==> config.mk <==
export PLATFORM = sky130hd
export DESIGN_NAME = qspi_read_seq
export DESIGN_NICKNAME = d
export VERILOG_FILES = /design/src/rtl/qspi_seq_pkg.sv /design/src/rtl/qspi_tx_shifter.sv /design/src/rtl/qspi_rx_packer.sv /design/src/rtl/qspi_read_seq.sv
export SDC_FILE = /design/constraint.sdc
export NUM_CORES = 1
export LEC_CHECK = 0
export BUFFER_PORTS_ARGS = -buffer_cell sky130_fd_sc_hd__buf_2
export CORE_UTILIZATION = 60
export DETAILED_ROUTE_END_ITERATION = 7
export MAX_ROUTING_LAYER = met4
export PLACE_DENSITY = 0.84
export REMOVE_ABC_BUFFERS = 1
export SLEW_MARGIN = 20
export SYNTH_ARGS = -nofsm -noshare
export SYNTH_HDL_FRONTEND = slang
export SYNTH_SLANG_ARGS = --single-unit
==> constraint.sdc <==
create_clock -name clk -period 5.1 [get_ports clk]
set_clock_uncertainty 0.15 [all_clocks]
set_input_delay 0.255 -clock clk [delete_from_list [all_inputs] [get_ports clk]]
set_output_delay 0.255 -clock clk [all_outputs]
set_load 0.05 [all_outputs]
==> src/rtl/qspi_seq_pkg.sv <==
package qspi_seq_pkg;
  typedef enum logic [2:0] {
    PH_IDLE, PH_LOAD, PH_CMD, PH_ADDR, PH_MODE, PH_DUMMY, PH_DATA, PH_GAP
  } phase_t;

  localparam logic [1:0] PROTO_111 = 2'd0;
  localparam logic [1:0] PROTO_114 = 2'd1;
  localparam logic [1:0] PROTO_144 = 2'd2;

  localparam int ADDR_W = 32;
  localparam int SH_W   = 32;
endpackage

==> src/rtl/qspi_tx_shifter.sv <==
module qspi_tx_shifter #(
  parameter int SH_W = 32
) (
  input  logic            clk,
  input  logic            rst,
  input  logic            load,
  input  logic [SH_W-1:0] load_val,
  input  logic            load_quad,
  input  logic            shift,
  output logic [3:0]      lanes
);
  logic [SH_W-1:0] sh;
  logic            quad_q;

  always_ff @(posedge clk) begin
    if (rst) begin
      sh     <= '0;
      quad_q <= 1'b0;
    end else if (load) begin
      sh     <= load_val;
      quad_q <= load_quad;
    end else if (shift) begin
      sh <= quad_q ? {sh[SH_W-5:0], 4'b0000} : {sh[SH_W-2:0], 1'b0};
    end
  end

  assign lanes = quad_q ? sh[SH_W-1:SH_W-4] : {3'b000, sh[SH_W-1]};
endmodule

==> src/rtl/qspi_rx_packer.sv <==
module qspi_rx_packer (
  input  logic       clk,
  input  logic       rst,
  input  logic       clear,
  input  logic       sample,
  input  logic       quad,
  input  logic [3:0] lanes,
  output logic [7:0] byte_o,
  output logic       valid_o
);
  logic [7:0] acc;
  logic [2:0] bcnt;
  logic [3:0] nxt_cnt;
  logic [7:0] nxt_acc;

  always_comb begin
    nxt_cnt = {1'b0, bcnt} + (quad ? 4'd4 : 4'd1);
    nxt_acc = quad ? {acc[3:0], lanes} : {acc[6:0], lanes[1]};
  end

  always_ff @(posedge clk) begin
    if (rst || clear) begin
      acc     <= '0;
      bcnt    <= '0;
      byte_o  <= '0;
      valid_o <= 1'b0;
    end else begin
      valid_o <= 1'b0;
      if (sample) begin
        acc <= nxt_acc;
        if (nxt_cnt == 4'd8) begin
          bcnt    <= '0;
          byte_o  <= nxt_acc;
          valid_o <= 1'b1;
        end else begin
          bcnt <= nxt_cnt[2:0];
        end
      end
    end
  end
endmodule

==> src/rtl/qspi_read_seq.sv <==
module qspi_read_seq
  import qspi_seq_pkg::*;
#(
  parameter int MCYC_W = 4,
  parameter int WCYC_W = 5,
  parameter int LEN_W  = 16
) (
  input  logic              clk,
  input  logic              rst,
  input  logic              req_valid,
  input  logic [7:0]        req_opcode,
  input  logic [31:0]       req_addr,
  input  logic              req_addr4,
  input  logic [1:0]        req_proto,
  input  logic [MCYC_W-1:0] req_mode_cyc,
  input  logic [WCYC_W-1:0] req_wait_cyc,
  input  logic [7:0]        req_mode_byte,
  input  logic [LEN_W-1:0]  req_nbytes,
  input  logic              req_cont,
  output logic              busy,
  output logic              cs_n,
  output logic              sclk,
  output logic [3:0]        io_o,
  output logic [3:0]        io_oe,
  input  logic [3:0]        io_i,
  output logic [7:0]        rd_data,
  output logic              rd_valid
);
  localparam int CNT_W = LEN_W + 3;

  phase_t            st;
  logic              half;
  logic [CNT_W-1:0]  cnt;
  logic              sclk_q, cs_n_q;
  logic [3:0]        oe_q;

  logic [7:0]        opcode_q, mode_q;
  logic [ADDR_W-1:0] addr_q;
  logic              addr4_q, quad_addr_q, quad_data_q, cont_q;
  logic [MCYC_W-1:0] mcyc_q;
  logic [WCYC_W-1:0] wcyc_q;
  logic [LEN_W-1:0]  nbytes_q;

  phase_t            after_dummy, after_mode, after_addr, ent_ph;
  logic [CNT_W-1:0]  ent_len;
  logic [SH_W-1:0]   ent_val;
  logic [3:0]        ent_oe;
  logic              ent_quad;
  logic              active, cyc_end, enter;

  // request capture
  always_ff @(posedge clk) begin
    if (st == PH_IDLE && req_valid) begin
      opcode_q    <= req_opcode;
      addr_q      <= req_addr;
      addr4_q     <= req_addr4;
      quad_addr_q <= (req_proto == PROTO_144);
      quad_data_q <= (req_proto == PROTO_114) || (req_proto == PROTO_144);
      mcyc_q      <= req_mode_cyc;
      wcyc_q      <= req_wait_cyc;
      mode_q      <= req_mode_byte;
      nbytes_q    <= req_nbytes;
      cont_q      <= req_cont;
    end
  end

  // phase ordering with empty phases skipped
  always_comb begin
    after_dummy = (nbytes_q != '0) ? PH_DATA : PH_GAP;
    after_mode  = (wcyc_q != '0) ? PH_DUMMY : after_dummy;
    after_addr  = (mcyc_q != '0) ? PH_MODE : after_mode;
    case (st)
      PH_LOAD:  ent_ph = cont_q ? PH_ADDR : PH_CMD;
      PH_CMD:   ent_ph = PH_ADDR;
      PH_ADDR:  ent_ph = after_addr;
      PH_MODE:  ent_ph = after_mode;
      PH_DUMMY: ent_ph = after_dummy;
      default:  ent_ph = PH_GAP;
    endcase
  end

  // per-phase length, shift contents and line enables
  always_comb begin
    ent_len  = '0;
    ent_val  = '0;
    ent_oe   = 4'b0000;
    ent_quad = 1'b0;
    case (ent_ph)
      PH_CMD: begin
        ent_len = CNT_W'(8);
        ent_val = {opcode_q, 24'h000000};
        ent_oe  = 4'b0001;
      end
      PH_ADDR: begin
        if (quad_addr_q) ent_len = addr4_q ? CNT_W'(8) : CNT_W'(6);
        else             ent_len = addr4_q ? CNT_W'(32) : CNT_W'(24);
        ent_val  = addr4_q ? addr_q : {addr_q[23:0], 8'h00};
        ent_oe   = quad_addr_q ? 4'b1111 : 4'b0001;
        ent_quad = quad_addr_q;
      end
      PH_MODE: begin
        ent_len  = CNT_W'(mcyc_q);
        ent_val  = {mode_q, 24'h000000};
        ent_oe   = quad_addr_q ? 4'b1111 : 4'b0001;
        ent_quad = quad_addr_q;
      end
      PH_DUMMY: ent_len = CNT_W'(wcyc_q);
      PH_DATA:  ent_len = quad_data_q ? (CNT_W'(nbytes_q) << 1) : (CNT_W'(nbytes_q) << 3);
      PH_GAP:   ent_len = CNT_W'(2);
      default:  ent_len = '0;
    endcase
  end

  assign active  = (st == PH_CMD) || (st == PH_ADDR) || (st == PH_MODE) ||
                   (st == PH_DUMMY) || (st == PH_DATA);
  assign cyc_end = active && half;
  assign enter   = (st == PH_LOAD) || (cyc_end && cnt == CNT_W'(1));

  always_ff @(posedge clk) begin
    if (rst) begin
      st     <= PH_IDLE;
      half   <= 1'b0;
      cnt    <= '0;
      sclk_q <= 1'b0;
      cs_n_q <= 1'b1;
      oe_q   <= 4'b0000;
    end else begin
      case (st)
        PH_IDLE: if (req_valid) st <= PH_LOAD;
        PH_LOAD: begin
          st     <= ent_ph;
          cnt    <= ent_len;
          oe_q   <= ent_oe;
          cs_n_q <= 1'b0;
          half   <= 1'b0;
        end
        PH_GAP: begin
          if (cnt == CNT_W'(1)) st <= PH_IDLE;
          else                  cnt <= cnt - 1'b1;
        end
        default: begin
          if (!half) begin
            sclk_q <= 1'b1;
            half   <= 1'b1;
          end else begin
            sclk_q <= 1'b0;
            half   <= 1'b0;
            if (cnt == CNT_W'(1)) begin
              st   <= ent_ph;
              cnt  <= ent_len;
              oe_q <= ent_oe;
              if (ent_ph == PH_GAP) cs_n_q <= 1'b1;
            end else begin
              cnt <= cnt - 1'b1;
            end
          end
        end
      endcase
    end
  end

  qspi_tx_shifter #(.SH_W(SH_W)) tx_i (
    .clk       (clk),
    .rst       (rst),
    .load      (enter),
    .load_val  (ent_val),
    .load_quad (ent_quad),
    .shift     (cyc_end && cnt != CNT_W'(1)),
    .lanes     (io_o)
  );

  qspi_rx_packer rx_i (
    .clk     (clk),
    .rst     (rst),
    .clear   (st == PH_LOAD),
    .sample  (cyc_end && st == PH_DATA),
    .quad    (quad_data_q),
    .lanes   (io_i),
    .byte_o  (rd_data),
    .valid_o (rd_valid)
  );

  assign busy  = (st != PH_IDLE);
  assign cs_n  = cs_n_q;
  assign sclk  = sclk_q;
  assign io_oe = oe_q;
endmodule

Yosys cells after proc, flatten, opt, wreduce, memory -nomap -nowiden. Index checks and enable logic that the tools add are counted.

Register bits after elaboration: 158. Logic and storage cells: 122. Input bits: 84.

Reduce and logical (&&, ||, !) cells: 33. Equality and inequality tests: 21. Bitwise operators: 3. Muxes and demuxes: 41. $add $sub $neg: 2.

Operator list (number): two-way mux 32 bit (4); case mux 19 bit (6 select lines) (1); case mux 32 bit (3 select lines) (1); two-way mux 19 bit (4); case mux 19 bit (3 select lines) (1); equality test 3 bit (second input constant) (8); two-way mux 4 bit (5); equality test 19 x 1 -> 1 bit (second input constant) (1); != test 19 x 1 -> 1 bit (second input constant) (1); subtractor 19 x 1 -> 19 bit (second input constant) (1); two-way mux 3 bit (6); case mux 4 bit (2 select lines) (2); nonzero test 16 bit (1); case mux 3 bit (5 select lines) (1); equality test 3 x 2 -> 1 bit (second input constant) (4); two-way mux 6 bit (2); case mux 3 bit (3 select lines) (1); nonzero test 3 bit (3); two-way mux 1 bit (8); two-way mux 8 bit (1); AND reduction 4 bit (2); nonzero test 2 bit (4); nonzero test 4 bit (2); logical OR 1 bit (7); other kinds (16) (29).

Depth between registers and ports, before layout. Gate-level depths: netlist of the first run.

Depth after elaboration: 11. Gate-level depth with buffers: 12.

By module. Synthesis of the first run repeated with hierarchy kept, for this count alone.

Cell total of the unflattened synthesis: 782. Area total of the unflattened synthesis: 8239.2 um2.

Modules (own cells, without submodules): qspi_read_seq (cells an instance 504, area each 5392.7 um2, instances 1, sequential area each 2852.7 um2); qspi_tx_shifter (cells an instance 191, area each 1986.9 um2, instances 1, sequential area each 660.6 um2); qspi_rx_packer (cells an instance 87, area each 859.6 um2, instances 1, sequential area each 380.4 um2).

Least setup slack after synthesis of the first run. Ideal clock, no wire load.

Kind: register to register. Start: register quad_data_q. End: register rx_i.byte_o[6]. Stages on the path, launching flop included: 11. Data arrival time: 3129 ps. Path slack: 1735 ps. Buffers on the path: 4. Library setup time: 86 ps. Cells stage by stage: edfxtp_1 > clkbuf_1 > buf_1 > clkbuf_1 > inv_1 > ha_1 > ha_1 > nor4_2 > clkbuf_1 > nor2_1 > a211oi_1.

Cells in the longest elaborated chain, start to end: 4. Elaborated cells between the ends (all ways): 5.

Ends and longest elaborated chain: start: declaration (line qspi_read_seq.sv:39) `logic addr4_q, quad_addr_q, quad_data_q, cont_q;`; start signal: assignment (line qspi_read_seq.sv:58) `quad_data_q <= (req_proto == PROTO_114) || (req_proto == PROTO_144);`; two-way mux 3 bit (line qspi_rx_packer.sv:17) `nxt_cnt = {1'b0, bcnt} + (quad ? 4'd4 : 4'd1);`; adder 3 x 4 -> 4 bit (line qspi_rx_packer.sv:17); equality test 4 bit (line qspi_rx_packer.sv:31) `if (nxt_cnt == 4'd8) begin`; AND reduction 2 bit (no line); end signal: assignment (line qspi_rx_packer.sv:33) `byte_o <= nxt_acc;`; end: declaration (line qspi_rx_packer.sv:8) `output logic [7:0] byte_o,`.

Parallel ways exist; a longest one is shown, timed or not. A chain may end at the register's enable or synchronous reset.

Final worst setup path of the first run.
Start: register st[1]. End: register tx_i.sh[30].

Cells in the longest elaborated chain, start to end: 9. Elaborated cells between the ends (all ways): 21.

Ends and longest elaborated chain: start: declaration (line qspi_read_seq.sv:31) `phase_t st;`; start signal: assignment (line qspi_read_seq.sv:131) `st <= ent_ph;`; start signal: assignment (line qspi_read_seq.sv:149) `st <= ent_ph;`; parallel branches: the longest is 9 deep, another holds case mux 32 bit (3 select lines); end signal: assignment (line qspi_tx_shifter.sv:20) `sh <= load_val;`; end signal: assignment (line qspi_tx_shifter.sv:23) `sh <= quad_q ? {sh[SH_W-5:0], 4'b0000} : {sh[SH_W-2:0], 1'b0};`; end: declaration (line qspi_tx_shifter.sv:12) `logic [SH_W-1:0] sh;`.

Parallel ways; which one is timed is not known.

==> out/results.txt, run 1 <==
Synth Register Bits: 156
Setup Total Neg Slack: 0 ns
die area: 13,100 um^2
power per standard cell area: 603 nW/um^2
H-tree levels: 4
first-pass GRT wire length: 34,300 um
drt first-iter violations: 755
io pins: 104
status: complete, no violations
leading area contributor after synthesis: edfxtp_1
DRC: 0
max_slew headroom: 47.6%
final setup vio count: 0
GRT overflow: 0
GRT Overall Usage: 35.5%
synthesis-to-layout area growth: 25.3%
antenna violations before repair: 1
synth top area cells: edfxtp_1, dfxtp_1, mux2i_1
Primary FF master, synth: dfxtp_1
vias in the first global route: 6,716
vias: 6,791
dpl ws: 1.31 ns
maxcap violations: 0
CP top delay family: simple AND/OR/NAND/NOR gates
count of pins over their slew limit: 0
RSZ-0062 raised after global routing: false
Placed Cells: 975
crit path max fanout: 18
Chip Height: 115 um
RD Place Congestion: 0.986
drt pass-1 iters: 5
Yosys top cell area share: 30.4%
Fmax: 248 MHz
min Tclk post-route: 4.03 ns
largest net degree at the start of global routing: 63
Mapped Area: 7620 um^2
hold crit path type: primary input to flop
Post-synth EDFFs: 77
nets: 995
initial core utilization: 62.4%
TritonCTS clock tree: built
Req. time, crit path: 5.30 ns
period utilisation layout: 79.1%
total power: 5760 uW
most numerous cell in the Yosys netlist: dfxtp_1
Yosys warning total: 0
port buffer count: 103
Slew @ Worst Pin: 0.786 ns
setup slack after layout: 1.07 ns
crit path cell chain: inv_1 > ha_1 > and3b_1 > a221o_1 > nand2_1 > nand2_1 > buf_4 > and2_1 > a31oi_1 > a211oi_2
Crit-path slowest cell: dfxtp_1
wire per inst: 19.8 um
Async SR Flop Fraction: 0%
Core Rows: 40
CTS Buf Count: 17
synth cell count leaders: dfxtp_1, nor2_1, edfxtp_1
slowest stage delay, CP: 0.69 ns
final hold vios: 0
Peak VDD IR: 359 uV
Avg Cell Area, Syn: 10.2 um^2
PostCTS Resize Cnt: 0
clock tree sinks: 156
Vias/cell: 6.27
clock root buffer: clkbuf_16
Setup Crit Path Kind: flop to flop
Worst Path Buf+Inv: 2
clock buffer depth: 2
clk_lat worst skew: 0.44 ns
HPWL Detailed: 12,600 um
setup bufs post-CTS: 0
Setup crit start kind: flop
Clock transition at path regs: 0.06 ns
Finished Layout Cells: 1,083
Worst Setup End Kind: flop
library cells used by synthesis: 65
Post-DRT Antenna Nets: 0
WL final: 21,500 um
share of post-route cells with drive strength above 1: 20.0%
sequential element share of the synthesized area: 51.1%
hold_buf cts: 75
Static Leak: 0.00353 uW
CP Data Arrival Time: 4.23 ns
Core Region: 12,200 um^2
post-synthesis cell count: 745
Horiz. Die Dim: 115 um
Most common cell on crit path: nand2_1
## flip-flops by register name (all words and copies together) (netlist names), 4 cells and up
signal       count
mcyc_q           4
mode_q           8
nbytes_q        16
opcode_q         8
cnt             19
rx_i.acc         7
addr_q          32
rx_i.byte_o      8
tx_i.sh         32
wcyc_q           5
## worst paths after layout
| check | cells after the start | to | startpoint | slack [ns] |
|---|---|---|---|---|
| max | 10 | tx_i.sh[30] | st[1] | 1.07 |
| min | 2 | quad_addr_q | req_proto[1] | 0.04 |
| max reg2reg | 10 | tx_i.sh[30] | st[1] | 1.07 |
| min reg2reg | 2 | sclk | sclk | 0.32 |
## metal layers
metal,vias up,share of wire (%),track usage (%)
met5,-,0,-
met4,0,3.4,18.6
met3,67,6.5,6.99
met2,370,49,56.7
met1,3218,41,42.8
li1,3136,-,-
## report_power, final
part           internal (uW)  leakage [uW]  switching [uW]
Combinational            877       0.00189            1660
Sequential              1680       0.00137             290
Clock                    746      0.000277             510
## cell families (layout without fill, tap and decap cells)
logic type | after synthesis | after routing | synth area share (%)
fa+ha+maj | 10 | 10 | 1.64
other cells | 0 | 1 | 0
simple gates | 214 | 214 | 14.1
buf+inv | 65 | 234 | 3.58
xor+xnor | 2 | 2 | 0.230
flops | 156 | 156 | 51.1
compound gates | 217 | 217 | 18.4
mux | 81 | 81 | 10.9
## layout make-up
type / instances / area, um^2
sequential: 156 / 3890
multi-input combinational: 524 / 3450
fill: 797 / 2670
timing repair buffer: 190 / 1360
clock buffer: 22 / 464
tap: 168 / 210
clock inverter: 10 / 115
inverter: 12 / 45.0
antenna: 1 / 2.50
## cells in the final DEF (no fill, tap or decap), drive strengths merged, types with 3 or more instances in the layout
master and instances:
a211o 8, a211oi 25, a21oi 44, a221oi 5, a22oi 8, a31o 4, a31oi 20, and2 7
and3 4, buf 115, clkbuf 22, clkinv 5, clkinvlp 3, dfxtp 79, dlygate4sd3 75, edfxtp 77
ha 10, inv 12, mux2 17, mux2i 64, nand2 34, nand2b 3, nand3 15, nand4 3
nor2 78, nor2b 4, nor3 34, nor3b 5, nor4 12, o21ai 63, o22ai 18, o31ai 5
or3 3, or4 4
## through the flow
| step | cell area, um^2 | hold WS, ns | util [%] |
|---|---|---|---|
| CTS | 9540 | 0.0107 | 78.1 |
| detailed placement | 8210 | 0.283 | 67.2 |
| floorplan | 7390 | 0.174 | - |
| global route | 9540 | 0.0292 | 78.1 |
| finish | 9540 | 0.0362 | 78.1 |
| global placement | 8210 | 0.282 | 67.2 |
Note: power is estimated with default switching activity, not from simulation.
==> inputs of run 2 (changes only) <==
--- a/config.mk
+++ b/config.mk
@@ -5,11 +5,12 @@
 export SDC_FILE = /design/constraint.sdc
 export NUM_CORES = 1
 export LEC_CHECK = 0
+export ABC_AREA = 1
 export BUFFER_PORTS_ARGS = -buffer_cell sky130_fd_sc_hd__buf_2
-export CORE_UTILIZATION = 60
+export CORE_UTILIZATION = 58
 export DETAILED_ROUTE_END_ITERATION = 7
 export MAX_ROUTING_LAYER = met4
-export PLACE_DENSITY = 0.84
+export PLACE_DENSITY = 0.81
 export REMOVE_ABC_BUFFERS = 1
 export SLEW_MARGIN = 20
 export SYNTH_ARGS = -nofsm -noshare
==> constraint.sdc (replaced) <==
create_clock -name clk -period 4.1 [get_ports clk]
set_clock_uncertainty 0.15 [all_clocks]
set_input_delay 0.205 -clock clk [delete_from_list [all_inputs] [get_ports clk]]
set_output_delay 0.205 -clock clk [all_outputs]
set_load 0.05 [all_outputs]
==> run 2 against run 1 <==
Net effect:
- synthesized area increased by 4.5%
- non-clock buffer count increased by 2
- clock power increased by 32%
- register-to-register slack got worse by 0.45 ns
- largest power group unchanged
==> out/results.txt, run 2 <==
nets: 1,261 (+27%)
CP Data Arrival Time: 3.68 ns (-0.55 ns)
Yosys top cell area share: 29.1% (-1.3 points)
Vias/cell: 5.75 (-8.3%)
Avg Cell Area, Syn: 7.91 um^2 (-23%)
period utilisation layout: 85.0% (+5.9 points)
R2R Setup Slk: 0.61 ns (-0.45 ns)
maxcap violations: 0 (unchanged)
leading area contributor after synthesis: edfxtp_1
setup bufs post-CTS: 0 (unchanged)
library cells used by synthesis: 48 (-26%)
wire per inst: 16.7 um (-16%)
Placed Cells: 1,243 (+27%)
RD Place Congestion: 0.870 (-12%)
share of post-route cells with drive strength above 1: 15.8% (-4.3 points)
Core Rows: 42 (+5.0%)
power per standard cell area: 748 nW/um^2 (+24%)
clk_lat worst skew: 0.43 ns (about the same)
Cell Int Power: 4210 uW (+28%)
register area: 3890 um^2 (unchanged)
hold crit path type: primary input to flop
sequential share of power: 32.9% (-1.3 points)
commonest non-fill, non-tap cell in the layout: nand2_1
CP top delay family: simple AND/OR/NAND/NOR gates
io pins: 104 (unchanged)
WL final: 22,600 um (+5.3%)
vias in the first global route: 7,080 (+5.4%)
slowest stage delay, CP: 0.73 ns (+0.04 ns)
clock buffer depth: 2 (unchanged)
max_slew headroom: 33.2% (-14 points)
clock share of power: 22.3% (+0.5 points)
clock root buffer: clkbuf_16
drt first-iter violations: 1,084 (+44%)
GRT Overall Usage: 33.0% (-2.5 points)
Worst Path Buf+Inv: 2 (unchanged)
Horiz. Die Dim: 119 um (+3.9%)
Crit-path slowest cell: nor2_1
post-synthesis cell count: 1,006 (+35%)
Async SR Flop Fraction: 0% (unchanged)
# fillers: 919 (+15%)
Worst Setup End Kind: flop
Comb pwr share: 44.8% (+0.8 points)
Fmax: 287 MHz (+16%)
antenna violations before repair: 0 (-1)
Post-synth EDFFs: 77 (unchanged)
top flop regs: addr_q: 32 flops, tx_i.sh: 32 flops, cnt: 19 flops
area of the multi-input gates: 3460 um^2 (+0.22%)
Core Region: 13,300 um^2 (+8.9%)
highest-count cells in the layout ignoring fill and taps: nand2_1, o21ai_0, buf_2
PostCTS Resize Cnt: 0 (unchanged)
status: complete, no violations
Mapped Area: 7960 um^2 (+4.5%)
hold_buf cts: 81 (+8.0%)
Setup Crit Path Kind: flop to flop
initial core utilization: 59.9% (-2.5 points)
final hold vios: 0 (unchanged)
die area: 14,200 um^2 (+7.9%)
crit path cell chain: buf_4 > inv_1 > ha_1 > ha_1 > xnor2_1 > nand2_1 > nor2_1 > o21ai_0 > a31oi_1
synth top area cells: edfxtp_1, dfxtp_1, nand2_1
synthesis-to-layout area growth: 25.1%
min Tclk post-route: 3.49 ns (-0.549 ns)
Finished Layout Cells: 1,356 (+25%)
most numerous cell in the Yosys netlist: nand2_1
Clock transition at path regs: 0.06 ns (about the same)
Post-DRT Antenna Nets: 0 (unchanged)
vias: 7,794 (+15%)
Setup crit start kind: flop
CTS Buf Count: 17 (unchanged)
TritonCTS clock tree: built
Psw: 3230 uW (+32%)
Antenna diodes: 0 (-1)
clock tree sinks: 156 (unchanged)
HPWL Detailed: 12,900 um (+2.3%)
final setup vio count: 0 (unchanged)
DRC: 0 (unchanged)
GRT overflow: 0 (unchanged)
crit path max fanout: 28 (+10)
Net Sw Frac: 43.5% (+0.76 points)
count of pins over their slew limit: 0 (unchanged)
Synth Register Bits: 156 (unchanged)
Slew @ Worst Pin: 0.998 ns (+0.212 ns)
first-pass GRT wire length: 35,400 um (+3.1%)
port buffer count: 103 (unchanged)
drt pass-1 iters: 6 (+1)
Req. time, crit path: 4.30 ns (-1.00 ns)
sequential element share of the synthesized area: 48.9% (-2.2 points)
H-tree levels: 4 (unchanged)
Yosys warning total: 0 (unchanged)
synth cell count leaders: nand2_1, o21ai_0, inv_1
RSZ-0062 raised after global routing: false
Primary FF master, synth: dfxtp_1
Chip Height: 119 um (+3.9%)
Static Leak: 0.00429 uW (+21%)
largest net degree at the start of global routing: 78 (+24%)
Peak VDD IR: 399 uV (+11%)
Most common cell on crit path: ha_1
total power: 7440 uW (+29%)
run 2: changes by cell type in the layout (fill, tap and decap cells not counted), sizes merged, moves of 11 or more:
cell    before  now
nor4        12    1
nand2       34  274
mux2        17    0
mux2i       64    2
nand3       15   78
a211oi      25    5
nor3        34    8
o21ai       63  140
a21oi       44   76
o22ai       18    0
a31oi       20    6
inv         12   95
run 2: path summary, 6_finish.rpt:
path	to	startpoint	cells past startpoint
worst max-delay path	rx_i.byte_o[5]	quad_data_q	9
worst min-delay path	quad_addr_q	req_proto[0]	3
worst max register to register	rx_i.byte_o[5]	quad_data_q	9
worst min register to register	rx_i.byte_o[0]	rx_i.byte_o[0]	2
run 2: cell families after synthesis:
kind of cell | Yosys count | synth area share, %
buf+inv | 146 | 7.70
fa+ha+maj | 10 | 1.57
xor+xnor | 9 | 0.991
flops | 156 | 48.9
simple gates | 451 | 24.9
compound gates | 232 | 15.7
mux | 2 | 0.252
run 2: power by group through the flow:
stage	logic [uW]	registers [uW]	clock network, uW
finish	3330	2450	1660
global route	3700	2490	1720
CTS	3240	2430	1650
detailed placement	3130	2460	0
global placement	3080	2450	0
floorplan	2310	2480	0
run 2: routing by layer:
metal,GRT usage [%],vias up,part of all wire (%)
li1,-,3673,-
met1,43.4,3565,41
met2,51.4,491,47
met3,5.84,65,9.4
met4,11.7,0,2.6
met5,-,-,0
run 2: cell type report:
class	instances	share of cell area [%]
flip-flops and latches	156	39.1
multi-input cells	704	34.8
repair buffers	192	13.9
clock buffers	28	5.53
inverters	96	3.67
well taps	176	2.21
clock inverters	4	0.742
run 2: worst reg2reg max path, cell delays in order, from the launching register on:
cell	delay, ns
edfxtp_1	0.33
buf_4	0.29
inv_1	0.35
ha_1	0.35
ha_1	0.25
xnor2_1	0.34
nand2_1	0.18
nor2_1	0.73
o21ai_0	0.22
a31oi_1	0.21
run 2: per-stage QoR:
step	setup TNS [ns]	hold slack (ns)	cell area (um^2)	utilization [%]	setup WS, ns
final	0	0.0420	9950	74.9	0.615
after CTS	0	0.0257	9950	74.9	0.884
after detailed placement	0	0.233	8520	64.1	1.00
after global placement	0	0.232	8520	64.1	1.18
after global routing	0	0.0642	9950	74.9	0.471
after floorplan	-48.67	0.124	7710	-	-0.629
